## config.mk

```make
export PLATFORM = sky130hd
export DESIGN_NAME = rate_mult
export DESIGN_NICKNAME = d
export VERILOG_FILES = /design/src/rtl/rate_mult_pkg.sv /design/src/rtl/rm_frame_cnt.sv /design/src/rtl/rm_decode.sv /design/src/rtl/rate_mult.sv
export SDC_FILE = /design/constraint.sdc
export NUM_CORES = 1
export LEC_CHECK = 0
export ABC_AREA = 1
export BUFFER_PORTS_ARGS = -buffer_cell sky130_fd_sc_hd__buf_2
export CAP_MARGIN = 40
export CORE_UTILIZATION = 40
export CTS_CLUSTER_SIZE = 8
export DETAILED_ROUTE_END_ITERATION = 6
export PLACE_DENSITY = 0.63
export SYNTH_ARGS = -nofsm -noshare
export SYNTH_HDL_FRONTEND = slang
export SYNTH_HIERARCHICAL = 1
export SYNTH_SLANG_ARGS = --single-unit
```

## constraint.sdc

```tcl
create_clock -name clk_i -period 2.1 [get_ports clk_i]
set_input_delay 0.42 -clock clk_i [delete_from_list [all_inputs] [get_ports clk_i]]
set_output_delay 0.42 -clock clk_i [all_outputs]
set_load 0.03 [all_outputs]
```

## src/rtl/rate_mult_pkg.sv

```systemverilog
package rate_mult_pkg;
  parameter int unsigned RM_W = 6;
endpackage

```

## src/rtl/rm_frame_cnt.sv

```systemverilog
module rm_frame_cnt #(
  parameter int unsigned W = rate_mult_pkg::RM_W
) (
  input  logic         clk_i,
  input  logic         rst_ni,
  input  logic         en_i,
  output logic [W-1:0] cnt_o,
  output logic         last_o,
  output logic         first_o
);
  localparam logic [W-1:0] CNT_MAX = {W{1'b1}};

  logic [W-1:0] cnt_q;

  always_ff @(posedge clk_i or negedge rst_ni) begin
    if (!rst_ni)   cnt_q <= '0;
    else if (en_i) cnt_q <= cnt_q + 1'b1;
  end

  assign cnt_o   = cnt_q;
  assign last_o  = (cnt_q == CNT_MAX);
  assign first_o = (cnt_q == '0);


  cnt_hold_chk: assert property (@(posedge clk_i) disable iff (!rst_ni)
    !en_i |=> $stable(cnt_q));

  cnt_wrap_chk: assert property (@(posedge clk_i) disable iff (!rst_ni)
    (en_i && cnt_q == CNT_MAX) |=> cnt_q == '0);
endmodule

```

## src/rtl/rm_decode.sv

```systemverilog
module rm_decode #(
  parameter int unsigned W = rate_mult_pkg::RM_W
) (
  input  logic [W-1:0] cnt_i,
  input  logic [W-1:0] rate_i,
  output logic [W-1:0] term_o
);
  for (genvar k = 0; k < W; k++) begin : g_bit
    // low (W-k) bits: a zero above (W-1-k) ones
    localparam int unsigned   SEL_W = W - k;
    localparam logic [W-1:0] PAT   = W'((1 << (W - 1 - k)) - 1);
    assign term_o[k] = rate_i[k] && (cnt_i[SEL_W-1:0] == PAT[SEL_W-1:0]);
  end
endmodule

```

## src/rtl/rate_mult.sv

```systemverilog
module rate_mult #(
  parameter int unsigned W = rate_mult_pkg::RM_W
) (
  input  logic         clk_i,
  input  logic         rst_ni,
  input  logic         en_i,
  input  logic [W-1:0] rate_i,
  output logic         pulse_o,
  output logic         pulse_no,
  output logic         wrap_o
);
  logic [W-1:0] cnt;
  logic         cnt_last, cnt_first;
  logic [W-1:0] rate_q, rate_eff;
  logic [W-1:0] term;
  logic         hit;
  logic         pulse_q, pulse_nq, wrap_q;

  rm_frame_cnt #(.W(W)) u_cnt (
    .clk_i   (clk_i),
    .rst_ni  (rst_ni),
    .en_i    (en_i),
    .cnt_o   (cnt),
    .last_o  (cnt_last),
    .first_o (cnt_first)
  );

  // new rate only enters at the frame start
  assign rate_eff = cnt_first ? rate_i : rate_q;

  rm_decode #(.W(W)) u_dec (
    .cnt_i  (cnt),
    .rate_i (rate_eff),
    .term_o (term)
  );

  assign hit = |term;

  always_ff @(posedge clk_i or negedge rst_ni) begin
    if (!rst_ni) begin
      rate_q   <= '0;
      pulse_q  <= 1'b0;
      pulse_nq <= 1'b1;
      wrap_q   <= 1'b0;
    end else begin
      if (en_i) rate_q <= rate_eff;
      pulse_q  <= en_i & hit;
      pulse_nq <= ~(en_i & hit);
      wrap_q   <= en_i & cnt_last;
    end
  end

  assign pulse_o  = pulse_q;
  assign pulse_no = pulse_nq;
  assign wrap_o   = wrap_q;


  term_disjoint_chk: assert property (@(posedge clk_i) disable iff (!rst_ni)
    $onehot0(term));

  wrap_no_pulse_chk: assert property (@(posedge clk_i) disable iff (!rst_ni)
    wrap_o |-> !pulse_o);

  pulse_compl_chk: assert property (@(posedge clk_i) disable iff (!rst_ni)
    pulse_no != pulse_o);

  en_blank_chk: assert property (@(posedge clk_i) disable iff (!rst_ni)
    !en_i |=> (!pulse_o && !wrap_o));

  rate_hold_chk: assert property (@(posedge clk_i) disable iff (!rst_ni)
    (en_i && !cnt_first) |=> $stable(rate_q));
endmodule

```

==> impl_results.html, run 1 <==
<table>
<tr><th>Metric</th><th>Value</th></tr>
<tr><th colspan="2">STA</th></tr>
<tr><td>TNS Setup</td><td>0 ps</td></tr>
<tr><td>Count of endpoints failing hold in the final timing report</td><td>0</td></tr>
<tr><td>Fin. max-slew vios</td><td>0</td></tr>
<tr><td>RSZ-0062 raised after global routing</td><td>no</td></tr>
<tr><td>Tcrit/Tclk final</td><td>85.0%</td></tr>
<tr><td>Setup-violating endpoint count in the final report</td><td>0</td></tr>
<tr><td>Max-slew headroom at the worst pin</td><td>77.8%</td></tr>
<tr><td>Worst Tran Pin Value</td><td>333 ps</td></tr>
<tr><td>Largest clock skew in the final design</td><td>0.497 ps</td></tr>
<tr><td>Min cycle time layout</td><td>1790 ps</td></tr>
<tr><td>Timing-limited maximum frequency</td><td>560 MHz</td></tr>
<tr><th colspan="2">Drt</th></tr>
<tr><td>Number of routed nets with antenna violations</td><td>0</td></tr>
<tr><td>Total number of vias</td><td>704</td></tr>
<tr><td>Vias/cell</td><td>4.46</td></tr>
<tr><td>First-pass DRT Iterations</td><td>4</td></tr>
<tr><td>Drt initial violations</td><td>22</td></tr>
<tr><td>Number of remaining DRC errors</td><td>0</td></tr>
<tr><td>DRT Wirelength</td><td>1490 um</td></tr>
<tr><td>Detailed-route wire length per cell</td><td>9.42 um</td></tr>
<tr><th colspan="2">Pwr</th></tr>
<tr><td>Static leakage</td><td>0.527 nW</td></tr>
<tr><td>Largest vdd supply drop</td><td>0.000592 V</td></tr>
<tr><td>Sequential group share of total power</td><td>47.0%</td></tr>
<tr><td>Pwr/cell area</td><td>1130 mW/mm^2</td></tr>
<tr><td>Switching power</td><td>452 uW</td></tr>
<tr><td>Internal power</td><td>618 uW</td></tr>
<tr><td>Power consumption</td><td>1.07 mW</td></tr>
<tr><td>Clock network power share</td><td>15.8%</td></tr>
<tr><td>Fraction of power consumed by combinational cells</td><td>37.2%</td></tr>
<tr><td>Proportion of total power due to net switching</td><td>42.3%</td></tr>
<tr><th colspan="2">Cells and area</th></tr>
<tr><td>Layout Area Growth over Synthesis</td><td>12.6%</td></tr>
<tr><td>Most frequent cells in the layout</td><td>nand2_1 (46), inv_1 (19), dfrtp_1 (14)</td></tr>
<tr><td>Number of antenna diodes</td><td>0</td></tr>
<tr><td>Leading cell type in the layout, fill and taps excluded</td><td>nand2_1</td></tr>
<tr><td>Share of final-layout standard cells stronger than drive strength 1</td><td>20.6%</td></tr>
<tr><td>Net total in the final layout</td><td>143</td></tr>
<tr><th colspan="2">Yosys</th></tr>
<tr><td>Syn_nets</td><td>128</td></tr>
<tr><td>Number of distinct library cell variants in the gate-level netlist after synthesis</td><td>20</td></tr>
<tr><td>Warnings from Yosys</td><td>6</td></tr>
<tr><td>Post-synthesis average cell area</td><td>7.22 um^2</td></tr>
<tr><td>Number of instances in the synthesized netlist</td><td>117</td></tr>
<tr><td>Seq cells post-synth</td><td>15</td></tr>
<tr><td>Post-synthesis sequential area ratio</td><td>44.6%</td></tr>
<tr><td>Netlist Area Pre-Place</td><td>845 um^2</td></tr>
<tr><th colspan="2">Clocking</th></tr>
<tr><td>Number of sinks driven by the clock tree</td><td>15</td></tr>
<tr><td>Clock Tree Buf Depth</td><td>2</td></tr>
<tr><td>TritonCTS clock tree</td><td>done</td></tr>
<tr><td>Total clock buffers created by CTS</td><td>3</td></tr>
<tr><td>Number of buffers inserted by hold repair at cts</td><td>0</td></tr>
<tr><td>Register clock-pin slew on the reported worst setup and hold paths</td><td>90 ps</td></tr>
<tr><td>Clock latency on the worst-skew pair</td><td>280 ps</td></tr>
<tr><td># H-tree levels</td><td>1</td></tr>
<tr><td>Root cell of the clock tree</td><td>clkbuf_4</td></tr>
<tr><td>Resized Gates After CTS</td><td>0</td></tr>
<tr><td>Post-CTS setup buffer count</td><td>0</td></tr>
<tr><th colspan="2">Floorplanning</th></tr>
<tr><td>DIE HEIGHT</td><td>48.0 um</td></tr>
<tr><td>Die outline area</td><td>0.00230 mm^2</td></tr>
<tr><td>Starting utilization of the core area</td><td>42.6%</td></tr>
<tr><td>Num ports</td><td>12</td></tr>
<tr><td>Chip Width</td><td>48.0 um</td></tr>
<tr><td>Core area</td><td>0.00198 mm^2</td></tr>
<tr><td>Row count</td><td>16</td></tr>
<tr><th colspan="2">Global routing</th></tr>
<tr><td>Wire length of the first global-routing pass</td><td>2400 um</td></tr>
<tr><td>Total routing usage reported by global routing</td><td>15.2%</td></tr>
<tr><td>Pin count of the biggest net entering global routing</td><td>16</td></tr>
<tr><td>Sum of overflow across all layers after global routing</td><td>0</td></tr>
<tr><td>Number of global-route vias before repair</td><td>600</td></tr>
<tr><td>Antenna violations before repair</td><td>0</td></tr>
<tr><th colspan="2">Setup path</th></tr>
<tr><td>FF-to-FF setup slack</td><td>310 ps</td></tr>
<tr><td>CP Data Required Time</td><td>2330 ps</td></tr>
<tr><td>Type of element launching the critical path</td><td>register</td></tr>
<tr><td>Endpoint class of the critical path</td><td>register</td></tr>
<tr><td>Critical-path cell with the highest stage delay</td><td>dfrtp_1</td></tr>
<tr><td>Arrival time at the worst endpoint</td><td>2020 ps</td></tr>
<tr><td>CP dominant cell by count</td><td>nor2_1</td></tr>
<tr><td>Setup Crit Path Kind</td><td>reg -&gt; reg</td></tr>
<tr><td>Cell chain of the critical path</td><td>inv_1, ha_1, nand3_1, nor2_1, buf_4, o21ai_0, nand2_1, nor2_1, nor2_1, nand3_1, nand2_1, inv_1</td></tr>
<tr><td>Highest cell delay on the worst timing path</td><td>480 ps</td></tr>
<tr><td>CP Max Fanout</td><td>12</td></tr>
<tr><th colspan="2">Status</th></tr>
<tr><td>Status</td><td>finished, final reports clean</td></tr>
<tr><th colspan="2">Placed design</th></tr>
<tr><td>Count of buffers from port buffering</td><td>11</td></tr>
<tr><td>Final estimated routing congestion in global placement</td><td>0.817</td></tr>
<tr><td>HPWL after detailed placement</td><td>1100 um</td></tr>
<tr><th colspan="2">Run</th></tr>
<tr><td>Maxcap violations</td><td>0</td></tr>
<tr><th colspan="2">Worst hold path</th></tr>
<tr><td>Class of the tightest hold or removal check</td><td>in -&gt; async</td></tr>
</table>
-- path summary, 6_finish.rpt --
| check | endpoint | cells past startpoint | start |
|---|---|---|---|
| worst max-delay path | pulse_o | 12 | u_cnt/cnt_o[0] |
| worst min-delay path | rate_q[1] | 1 | rst_ni |
| min in group clk_i | rate_q[4] | 5 | rate_i[4] |
| worst min register to register | rate_q[2] | 2 | rate_q[2] |
| max in group asynchronous | pulse_no | 1 | rst_ni |
| worst max register to register | pulse_o | 12 | u_cnt/cnt_o[0] |
-- synth_stat cells (all sizes together) --
master	count	area, um^2
xor2	1	8.76
inv	22	82.6
buf	2	16.3
nand3b	1	7.51
dfrtp	14	350
nand3	6	30.0
ha	2	25.0
and3	1	6.26
nor2	11	51.3
o21ai	7	50.0
nand2	48	185
dfstp	1	26.3
nor3	1	5.00
-- cell type report --
type                    count  area, um^2
inverters                  22        82.6
flip-flops and latches     15         377
fillers                   206        1030
repair buffers             12        62.6
well taps                  27        33.8
clock buffers               4        26.3
multi-input cells          78         369
-- stage by stage --
step | std cells | utilization, % | worst slack [ps] | hold WS (ps) | instance area [um^2]
final | 158 | 48.0 | 315 | 17.6 | 951
after global routing | 158 | 48.0 | 158 | 29.2 | 951
after CTS | 158 | 48.0 | 320 | 25.8 | 951
after detailed placement | 154 | 46.7 | 350 | 341 | 925
after global placement | 154 | 46.7 | 362 | 343 | 925
after floorplan | 117 | - | 505 | 124 | 845
-- flip-flops by register name, indices dropped and copies added (netlist names) --
signal	count
wrap_o	1
pulse_no	1
u_cnt/cnt_o	6
pulse_o	1
rate_q	6
-- worst max-delay path, delay by kind of cell, from the launching register on --
| family | cells | cell delay [ps] |
|---|---|---|
| adder cells (fa/ha/maj) | 1 | 190 |
| AND/OR/NAND/NOR | 7 | 490 |
| flip-flops | 1 | 480 |
| AO/OA/AOI/OAI | 1 | 260 |
| buffers and inverters | 3 | 300 |
-- cell families after synthesis --
kind of cell             after synthesis  synth area share [%]
adder cells (fa/ha/maj)                2                  2.96
buffers and inverters                 24                  11.7
AND/OR/NAND/NOR                       68                  33.8
flip-flops                            15                  44.6
XOR/XNOR                               1                  1.04
AO/OA/AOI/OAI                          7                  5.92
-- per-layer routing --
layer	GRT usage, %	wire (um)	part of all wire, %
met3	3.40	72	4.8
met5	0	0	0
met2	23.5	665	45
met4	5.00	18	1.2
met1	21.1	732	49
-- power by group through the flow --
stage          clock network [mW]  logic (mW)  registers [mW]
3_5_place_dp                    0       0.399           0.508
3_3_place_gp                    0       0.392           0.508
6_report                    0.169       0.398           0.504
4_1_cts                     0.175       0.402           0.504
2_1_floorplan                   0       0.300           0.509
5_1_grt                     0.191       0.463           0.522
Note: power is estimated with default switching activity, not from simulation.
==> inputs of run 2 (changes only) <==
clock period = 1.8 ns   (was 2.1 ns; I/O delays follow)
==> run 2 against run 1 <==
  * Cell area up 10%
  * Die area unchanged
  * Total power up 28%
  * Sequential share of layout area fell by 3.6 points
  * Clock skew up 1.1 ps
  * Sequential power rose by 9.1%
  * Register-to-register slack worse by 170 ps
  * Combinational power grew 58%
  * Clock-buffer cell count unchanged
  * Sequential cell count did not move
  * Largest power group is now combinational logic
==> impl_results.html, run 2 (synthesis gave the netlist of run 1 again) <==
<table>
<tr><th>Metric</th><th>Value</th></tr>
<tr><th colspan="2">Pwr</th></tr>
<tr><td>Static leakage</td><td>0.565 nW (was 0.527 nW)</td></tr>
<tr><td>Pwr/cell area</td><td>1310 mW/mm^2 (was 1130 mW/mm^2)</td></tr>
<tr><td>Largest vdd supply drop</td><td>0.000820 V (was 0.000592 V)</td></tr>
<tr><th colspan="2">STA</th></tr>
<tr><td>Tcrit/Tclk final</td><td>92.1% (was 85.0%)</td></tr>
<tr><td>Setup-violating endpoint count in the final report</td><td>0 (unchanged)</td></tr>
<tr><td>Fin. max-slew vios</td><td>0 (unchanged)</td></tr>
<tr><td>Min cycle time layout</td><td>1660 ps (was 1790 ps)</td></tr>
<tr><td>RSZ-0062 raised after global routing</td><td>no (unchanged)</td></tr>
<tr><td>Timing-limited maximum frequency</td><td>603 MHz (was 560 MHz)</td></tr>
<tr><td>Max-slew headroom at the worst pin</td><td>77.7% (was 77.8%)</td></tr>
<tr><td>Largest clock skew in the final design</td><td>1.60 ps (was 0.497 ps)</td></tr>
<tr><td>Count of endpoints failing hold in the final timing report</td><td>0 (unchanged)</td></tr>
<tr><td>Worst Tran Pin Value</td><td>334 ps (was 333 ps)</td></tr>
<tr><td>TNS Setup</td><td>0 ps (unchanged)</td></tr>
<tr><th colspan="2">Status</th></tr>
<tr><td>Status</td><td>finished, final reports clean (unchanged)</td></tr>
<tr><th colspan="2">Floorplanning</th></tr>
<tr><td>Num ports</td><td>12 (unchanged)</td></tr>
<tr><td>Die outline area</td><td>0.00230 mm^2 (unchanged)</td></tr>
<tr><td>DIE HEIGHT</td><td>48.0 um (unchanged)</td></tr>
<tr><td>Row count</td><td>16 (unchanged)</td></tr>
<tr><td>Chip Width</td><td>48.0 um (unchanged)</td></tr>
<tr><td>Starting utilization of the core area</td><td>42.6% (unchanged)</td></tr>
<tr><td>Core area</td><td>0.00198 mm^2 (unchanged)</td></tr>
<tr><th colspan="2">Worst hold path</th></tr>
<tr><td>Class of the tightest hold or removal check</td><td>in -&gt; reg (was in -&gt; async)</td></tr>
<tr><th colspan="2">Global routing</th></tr>
<tr><td>Number of global-route vias before repair</td><td>613 (was 600)</td></tr>
<tr><td>Pin count of the biggest net entering global routing</td><td>16 (unchanged)</td></tr>
<tr><td>Total routing usage reported by global routing</td><td>16.5% (was 15.2%)</td></tr>
<tr><td>Wire length of the first global-routing pass</td><td>2580 um (was 2400 um)</td></tr>
<tr><td>Sum of overflow across all layers after global routing</td><td>0 (unchanged)</td></tr>
<tr><td>Antenna violations before repair</td><td>0 (unchanged)</td></tr>
<tr><th colspan="2">Placed design</th></tr>
<tr><td>Final estimated routing congestion in global placement</td><td>0.783 (was 0.817)</td></tr>
<tr><td>Count of buffers from port buffering</td><td>11 (unchanged)</td></tr>
<tr><td>HPWL after detailed placement</td><td>1120 um (was 1100 um)</td></tr>
<tr><td>Placed cells</td><td>156 (was 154)</td></tr>
<tr><th colspan="2">Drt</th></tr>
<tr><td>Vias/cell</td><td>4.47 (was 4.46)</td></tr>
<tr><td>Number of remaining DRC errors</td><td>0 (unchanged)</td></tr>
<tr><td>DRT Wirelength</td><td>1580 um (was 1490 um)</td></tr>
<tr><td>Detailed-route wire length per cell</td><td>9.58 um (was 9.42 um)</td></tr>
<tr><td>First-pass DRT Iterations</td><td>4 (unchanged)</td></tr>
<tr><td>Total number of vias</td><td>737 (was 704)</td></tr>
<tr><td>Number of routed nets with antenna violations</td><td>0 (unchanged)</td></tr>
<tr><td>Drt initial violations</td><td>13 (was 22)</td></tr>
<tr><th colspan="2">Cells and area</th></tr>
<tr><td>Share of final-layout standard cells stronger than drive strength 1</td><td>27.5% (was 20.6%)</td></tr>
<tr><td>Most frequent cells in the layout</td><td>nand2_1 (46), inv_1 (19), dfrtp_1 (14) (unchanged)</td></tr>
<tr><td>Net total in the final layout</td><td>150 (was 143)</td></tr>
<tr><td>Layout Area Growth over Synthesis</td><td>24.0% (was 12.6%)</td></tr>
<tr><td>Fin cells</td><td>165 (was 158)</td></tr>
<tr><td>Number of antenna diodes</td><td>0 (unchanged)</td></tr>
<tr><td>Leading cell type in the layout, fill and taps excluded</td><td>nand2_1 (unchanged)</td></tr>
<tr><th colspan="2">Clocking</th></tr>
<tr><td>Clock Tree Buf Depth</td><td>2 (unchanged)</td></tr>
<tr><td># H-tree levels</td><td>1 (unchanged)</td></tr>
<tr><td>Root cell of the clock tree</td><td>clkbuf_4 (unchanged)</td></tr>
<tr><td>Register clock-pin slew on the reported worst setup and hold paths</td><td>90 ps (about the same)</td></tr>
<tr><td>Clock latency on the worst-skew pair</td><td>280 ps (about the same)</td></tr>
<tr><td>TritonCTS clock tree</td><td>done (unchanged)</td></tr>
<tr><td>Number of sinks driven by the clock tree</td><td>15 (unchanged)</td></tr>
<tr><td>Total clock buffers created by CTS</td><td>3 (unchanged)</td></tr>
<tr><th colspan="2">Setup path</th></tr>
<tr><td>Critical-path cell with the highest stage delay</td><td>dfrtp_1 (unchanged)</td></tr>
<tr><td>CP Data Required Time</td><td>1980 ps (was 2330 ps)</td></tr>
<tr><td>Arrival time at the worst endpoint</td><td>1840 ps (was 2020 ps)</td></tr>
<tr><td>Type of element launching the critical path</td><td>register (unchanged)</td></tr>
<tr><td>Setup Crit Path Kind</td><td>reg -&gt; reg (unchanged)</td></tr>
<tr><td>Endpoint class of the critical path</td><td>register (unchanged)</td></tr>
<tr><td>CP Max Fanout</td><td>6 (was 12)</td></tr>
<tr><td>Highest cell delay on the worst timing path</td><td>420 ps (was 480 ps)</td></tr>
<tr><td>Cell chain of the critical path</td><td>inv_2, ha_4, nand3_2, nor2_4, buf_6, buf_4, o21ai_2, nand3_1, nor2_1, nor2_1, nand3_1, nand2_1, inv_1 (was inv_1, ha_1, nand3_1, nor2_1, buf_4, o21ai_0, nand2_1, nor2_1, nor2_1, nand3_1, nand2_1, inv_1)</td></tr>
<tr><th colspan="2">Run</th></tr>
<tr><td>Maxcap violations</td><td>0 (unchanged)</td></tr>
</table>
## run 2: critical path: cells and delay by family (launching register included)
kind / cells / cell delay [ps]
AND/OR/NAND/NOR: 7 / 580
flip-flops: 1 / 420
buffers and inverters: 4 / 370
adder cells (fa/ha/maj): 1 / 130
AO/OA/AOI/OAI: 1 / 60
## run 2: path summary, 6_finish.rpt
kind                                     start   endpoint  slack, ps  cells past startpoint
worst max-delay path            u_cnt/cnt_o[1]    pulse_o        140                     13
worst min-delay path                 rate_i[0]  rate_q[0]        390                      5
worst max register to register  u_cnt/cnt_o[1]    pulse_o        140                     13
worst min register to register       rate_q[0]  rate_q[0]        490                      2
max in group asynchronous               rst_ni   pulse_no       1000                      2
min in group asynchronous               rst_ni  rate_q[1]        500                      2
## run 2: power by group
part	internal [mW]	switching [mW]	leakage, nW
registers	0.465	0.0848	0.190
clock network	0.0859	0.109	0.0150
logic	0.252	0.376	0.360
total	0.803	0.570	0.565
## run 2: routing by layer
layer / vias to the layer above / wire length, um / track usage, %
met2: 20 / 727 / 24.9
met1: 326 / 761 / 22.9
li1: 389 / - / -
met5: - / 0 / 0
met4: 0 / 15 / 6.67
met3: 2 / 77 / 3.40
## run 2: timing repair
item	4_1_cts	5_1_grt
gates resized for setup	0	12
setup buffers	0	3
setup endpoints to repair	0	2
hold buffers	1	0
endpoints found under the hold margin	14	0
## run 2: layout make-up
cell class	instances	area (um^2)
clock buffers	4	26.3
fillers	194	935
inverters	22	82.6
multi-input cells	78	403
flip-flops and latches	15	377
well taps	27	33.8
repair buffers	19	125
## run 2: through the flow
stage	power [mW]	hold WS (ps)	setup slack (ps)	instance area, um^2	utilization (%)
3_5_place_dp	1.09	285	82.5	940	47.4
4_1_cts	1.29	388	54.6	976	49.2
6_report	1.37	394	142	1050	52.8
2_1_floorplan	0.944	64.4	205	845	-
3_3_place_gp	1.08	284	138	940	47.4
5_1_grt	1.51	402	12.1	1050	52.8
==> inputs of run 3 (changes only) <==
CELL_PAD_IN_SITES_DETAIL_PLACEMENT = 1   (was unset)
CELL_PAD_IN_SITES_GLOBAL_PLACEMENT = 1   (was unset)
CORE_UTILIZATION = 39   (was 40)
PLACE_DENSITY = 0.8   (was 0.63)
==> run 3 against run 2 <==
  * Sequential cell count did not move
  * Routed wire length rose by 30%
  * Utilization rose by 0.097 points
  * Clock-buffer cell count did not move
  * Non-clock buffer count rose by 1
  * Cell count rose by 0.61%
  * Via count rose by 5.2%
  * Largest power group unchanged
==> impl_results.html, run 3 (synthesis gave the netlist of run 1 again) <==
<table>
<tr><th>Metric</th><th>Value</th></tr>
<tr><th colspan="2">Status</th></tr>
<tr><td>Status</td><td>finished, final reports clean (unchanged)</td></tr>
<tr><th colspan="2">Global routing</th></tr>
<tr><td>Pin count of the biggest net entering global routing</td><td>16 (unchanged)</td></tr>
<tr><td>Total routing usage reported by global routing</td><td>19.5% (was 16.5%)</td></tr>
<tr><td>Antenna violations before repair</td><td>0 (unchanged)</td></tr>
<tr><td>Wire length of the first global-routing pass</td><td>3420 um (was 2580 um)</td></tr>
<tr><td>Sum of overflow across all layers after global routing</td><td>0 (unchanged)</td></tr>
<tr><td>Number of global-route vias before repair</td><td>761 (was 613)</td></tr>
<tr><th colspan="2">Clocking</th></tr>
<tr><td>Clock Tree Buf Depth</td><td>2 (unchanged)</td></tr>
<tr><td>Total clock buffers created by CTS</td><td>3 (unchanged)</td></tr>
<tr><td>TritonCTS clock tree</td><td>done (unchanged)</td></tr>
<tr><td>Root cell of the clock tree</td><td>clkbuf_4 (unchanged)</td></tr>
<tr><td>Clock latency on the worst-skew pair</td><td>290 ps (was 280 ps)</td></tr>
<tr><td>Number of sinks driven by the clock tree</td><td>15 (unchanged)</td></tr>
<tr><td># H-tree levels</td><td>1 (unchanged)</td></tr>
<tr><td>Register clock-pin slew on the reported worst setup and hold paths</td><td>90 ps (about the same)</td></tr>
<tr><th colspan="2">Setup path</th></tr>
<tr><td>Setup Crit Path Kind</td><td>reg -&gt; reg (unchanged)</td></tr>
<tr><td>Arrival time at the worst endpoint</td><td>1900 ps (was 1840 ps)</td></tr>
<tr><td>Type of element launching the critical path</td><td>register (unchanged)</td></tr>
<tr><td>Cell chain of the critical path</td><td>inv_2, ha_4, nand3_4, nor2_4, buf_6, buf_4, o21ai_4, nand3_1, nor2_1, nor2_1, nand3_1, nand2_1, inv_1 (was inv_2, ha_4, nand3_2, nor2_4, buf_6, buf_4, o21ai_2, nand3_1, nor2_1, nor2_1, nand3_1, nand2_1, inv_1)</td></tr>
<tr><td>Critical-path cell with the highest stage delay</td><td>dfrtp_1 (unchanged)</td></tr>
<tr><td>Endpoint class of the critical path</td><td>register (unchanged)</td></tr>
<tr><td>CP Max Fanout</td><td>5 (was 6)</td></tr>
<tr><td>Crit-path leading delay family</td><td>simple AND/OR/NAND/NOR gates (unchanged)</td></tr>
<tr><td>CP Data Required Time</td><td>2040 ps (was 1980 ps)</td></tr>
<tr><td>Number of buffers and inverters on the critical path</td><td>4 (unchanged)</td></tr>
<tr><td>Highest cell delay on the worst timing path</td><td>400 ps (was 420 ps)</td></tr>
<tr><th colspan="2">Pwr</th></tr>
<tr><td>Clock network power share</td><td>14.2% (about the same)</td></tr>
<tr><td>Fraction of power consumed by combinational cells</td><td>46.9% (was 45.8%)</td></tr>
<tr><td>Largest vdd supply drop</td><td>0.000568 V (was 0.000820 V)</td></tr>
<tr><td>Switching power</td><td>626 uW (was 570 uW)</td></tr>
<tr><td>Proportion of total power due to net switching</td><td>43.6% (was 41.5%)</td></tr>
<tr><td>Pwr/cell area</td><td>1350 mW/mm^2 (was 1310 mW/mm^2)</td></tr>
<tr><td>Internal power</td><td>809 uW (was 803 uW)</td></tr>
<tr><td>Sequential group share of total power</td><td>38.9% (was 40.1%)</td></tr>
<tr><td>Static leakage</td><td>0.569 nW (was 0.565 nW)</td></tr>
<tr><th colspan="2">Cells and area</th></tr>
<tr><td>Share of the core filled with cells in the final layout</td><td>52.9% (was 52.8%)</td></tr>
<tr><td>Total area of multi-input combinational cells</td><td>414 um^2 (was 403 um^2)</td></tr>
<tr><td>Number of antenna diodes</td><td>0 (unchanged)</td></tr>
<tr><td>Net total in the final layout</td><td>151 (was 150)</td></tr>
<tr><td>Final design area excluding fillers</td><td>0.00106 mm^2 (was 0.00105 mm^2)</td></tr>
<tr><td>Leading cell type in the layout, fill and taps excluded</td><td>nand2_1 (unchanged)</td></tr>
<tr><td>Layout Area Growth over Synthesis</td><td>25.5% (was 24.0%)</td></tr>
<tr><td>Sequential cell area</td><td>377 um^2 (unchanged)</td></tr>
<tr><td>Most frequent cells in the layout</td><td>nand2_1 (46), inv_1 (19), dfrtp_1 (14) (unchanged)</td></tr>
<tr><td>Share of final-layout standard cells stronger than drive strength 1</td><td>27.3% (was 27.5%)</td></tr>
<tr><td>Number of fillers in the final layout</td><td>263 (was 194)</td></tr>
<tr><th colspan="2">Placed design</th></tr>
<tr><td>Final estimated routing congestion in global placement</td><td>0.736 (was 0.783)</td></tr>
<tr><td>Post-detailed-placement cell area</td><td>940 um^2 (unchanged)</td></tr>
<tr><td>Count of buffers from port buffering</td><td>11 (unchanged)</td></tr>
<tr><td>HPWL after detailed placement</td><td>1440 um (was 1120 um)</td></tr>
<tr><th colspan="2">Drt</th></tr>
<tr><td>First-pass DRT Iterations</td><td>4 (unchanged)</td></tr>
<tr><td>Detailed-route wire length per cell</td><td>12.4 um (was 9.58 um)</td></tr>
<tr><td>Total number of vias</td><td>775 (was 737)</td></tr>
<tr><td>Number of remaining DRC errors</td><td>0 (unchanged)</td></tr>
<tr><td>Vias/cell</td><td>4.67 (was 4.47)</td></tr>
<tr><td>Number of routed nets with antenna violations</td><td>0 (unchanged)</td></tr>
<tr><td>Drt initial violations</td><td>5 (was 13)</td></tr>
<tr><td>DRT Wirelength</td><td>2060 um (was 1580 um)</td></tr>
<tr><th colspan="2">STA</th></tr>
<tr><td>Min Hold Slack</td><td>383 ps (was 394 ps)</td></tr>
<tr><td>Fin. max-slew vios</td><td>0 (unchanged)</td></tr>
<tr><td>Tcrit/Tclk final</td><td>92.2% (was 92.1%)</td></tr>
<tr><td>Min cycle time layout</td><td>1660 ps (about the same)</td></tr>
<tr><td>Max-slew headroom at the worst pin</td><td>76.7% (was 77.7%)</td></tr>
<tr><td>Timing-limited maximum frequency</td><td>603 MHz (about the same)</td></tr>
<tr><td>Worst Tran Pin Value</td><td>349 ps (was 334 ps)</td></tr>
<tr><td>Largest clock skew in the final design</td><td>2.95 ps (was 1.60 ps)</td></tr>
<tr><td>TNS Setup</td><td>0 ps (unchanged)</td></tr>
<tr><td>Count of endpoints failing hold in the final timing report</td><td>0 (unchanged)</td></tr>
<tr><td>Setup-violating endpoint count in the final report</td><td>0 (unchanged)</td></tr>
<tr><th colspan="2">Worst hold path</th></tr>
<tr><td>Class of the tightest hold or removal check</td><td>in -&gt; reg (unchanged)</td></tr>
<tr><th colspan="2">Floorplanning</th></tr>
<tr><td>Row count</td><td>16 (unchanged)</td></tr>
<tr><td>Num ports</td><td>12 (unchanged)</td></tr>
<tr><td>Chip Width</td><td>48.5 um (was 48.0 um)</td></tr>
<tr><td>Die outline area</td><td>0.00236 mm^2 (was 0.00230 mm^2)</td></tr>
<tr><td>DIE HEIGHT</td><td>48.5 um (was 48.0 um)</td></tr>
<tr><td>Core area</td><td>0.00200 mm^2 (was 0.00198 mm^2)</td></tr>
<tr><td>Starting utilization of the core area</td><td>42.2% (was 42.6%)</td></tr>
<tr><th colspan="2">Run</th></tr>
<tr><td>Maxcap violations</td><td>0 (unchanged)</td></tr>
</table>
## run 3: worst min-delay path, cell delays in order
cell     delay [ps]
buf_2            80
nand2_1          50
o21ai_2          60
nand2_1          50
nand2_1          50
## run 3: layout make-up
type,instances,area share (%)
clock buffer,4,2.48
inverter,22,7.79
multi-input combinational,78,39.1
sequential,15,35.5
tap,27,3.19
timing repair buffer,20,11.9
## run 3: path summary, 6_finish.rpt
check	startpoint	endpoint	slack, ps	cells after the start
setup / recovery	u_cnt/cnt_o[1]	pulse_o	140	13
hold / removal	rate_i[4]	rate_q[4]	380	5
setup reg to reg	u_cnt/cnt_o[1]	pulse_o	140	13
hold reg to reg	rate_q[4]	rate_q[4]	490	2
max in group asynchronous	rst_ni	pulse_no	1000	2
min in group asynchronous	rst_ni	wrap_o	500	2
## run 3: per-stage QoR
| step | total power [mW] | cells | setup slack, ps |
|---|---|---|---|
| global route | 1.59 | 166 | -87.4 |
| finish | 1.43 | 166 | 141 |
| detailed placement | 1.12 | 156 | 66.6 |
| CTS | 1.34 | 161 | 42.4 |
| global placement | 1.09 | 156 | 135 |
| floorplan | 0.944 | 117 | 205 |
## run 3: what timing repair did
action | CTS | global route
endpoints found under the hold margin | 14 | 0
resized for setup | 0 | 10
hold buffers | 1 | 0
buffers inserted | 0 | 4
endpoints found under the setup margin | 0 | 2
## run 3: layer usage
metal | vias to the layer above | global-route usage (%) | part of all wire [%]
met5 | - | 0 | 0
met4 | 0 | 10.3 | 2.1
met3 | 5 | 3.77 | 2.2
met2 | 11 | 31.5 | 48
met1 | 367 | 24.6 | 47
li1 | 392 | - | -
## run 3: power groups by stage
stage | combinational (mW) | sequential, mW | clock (mW)
CTS | 0.563 | 0.558 | 0.215
detailed placement | 0.559 | 0.563 | 0
floorplan | 0.350 | 0.593 | 0
global route | 0.783 | 0.578 | 0.226
finish | 0.673 | 0.558 | 0.204
global placement | 0.534 | 0.558 | 0
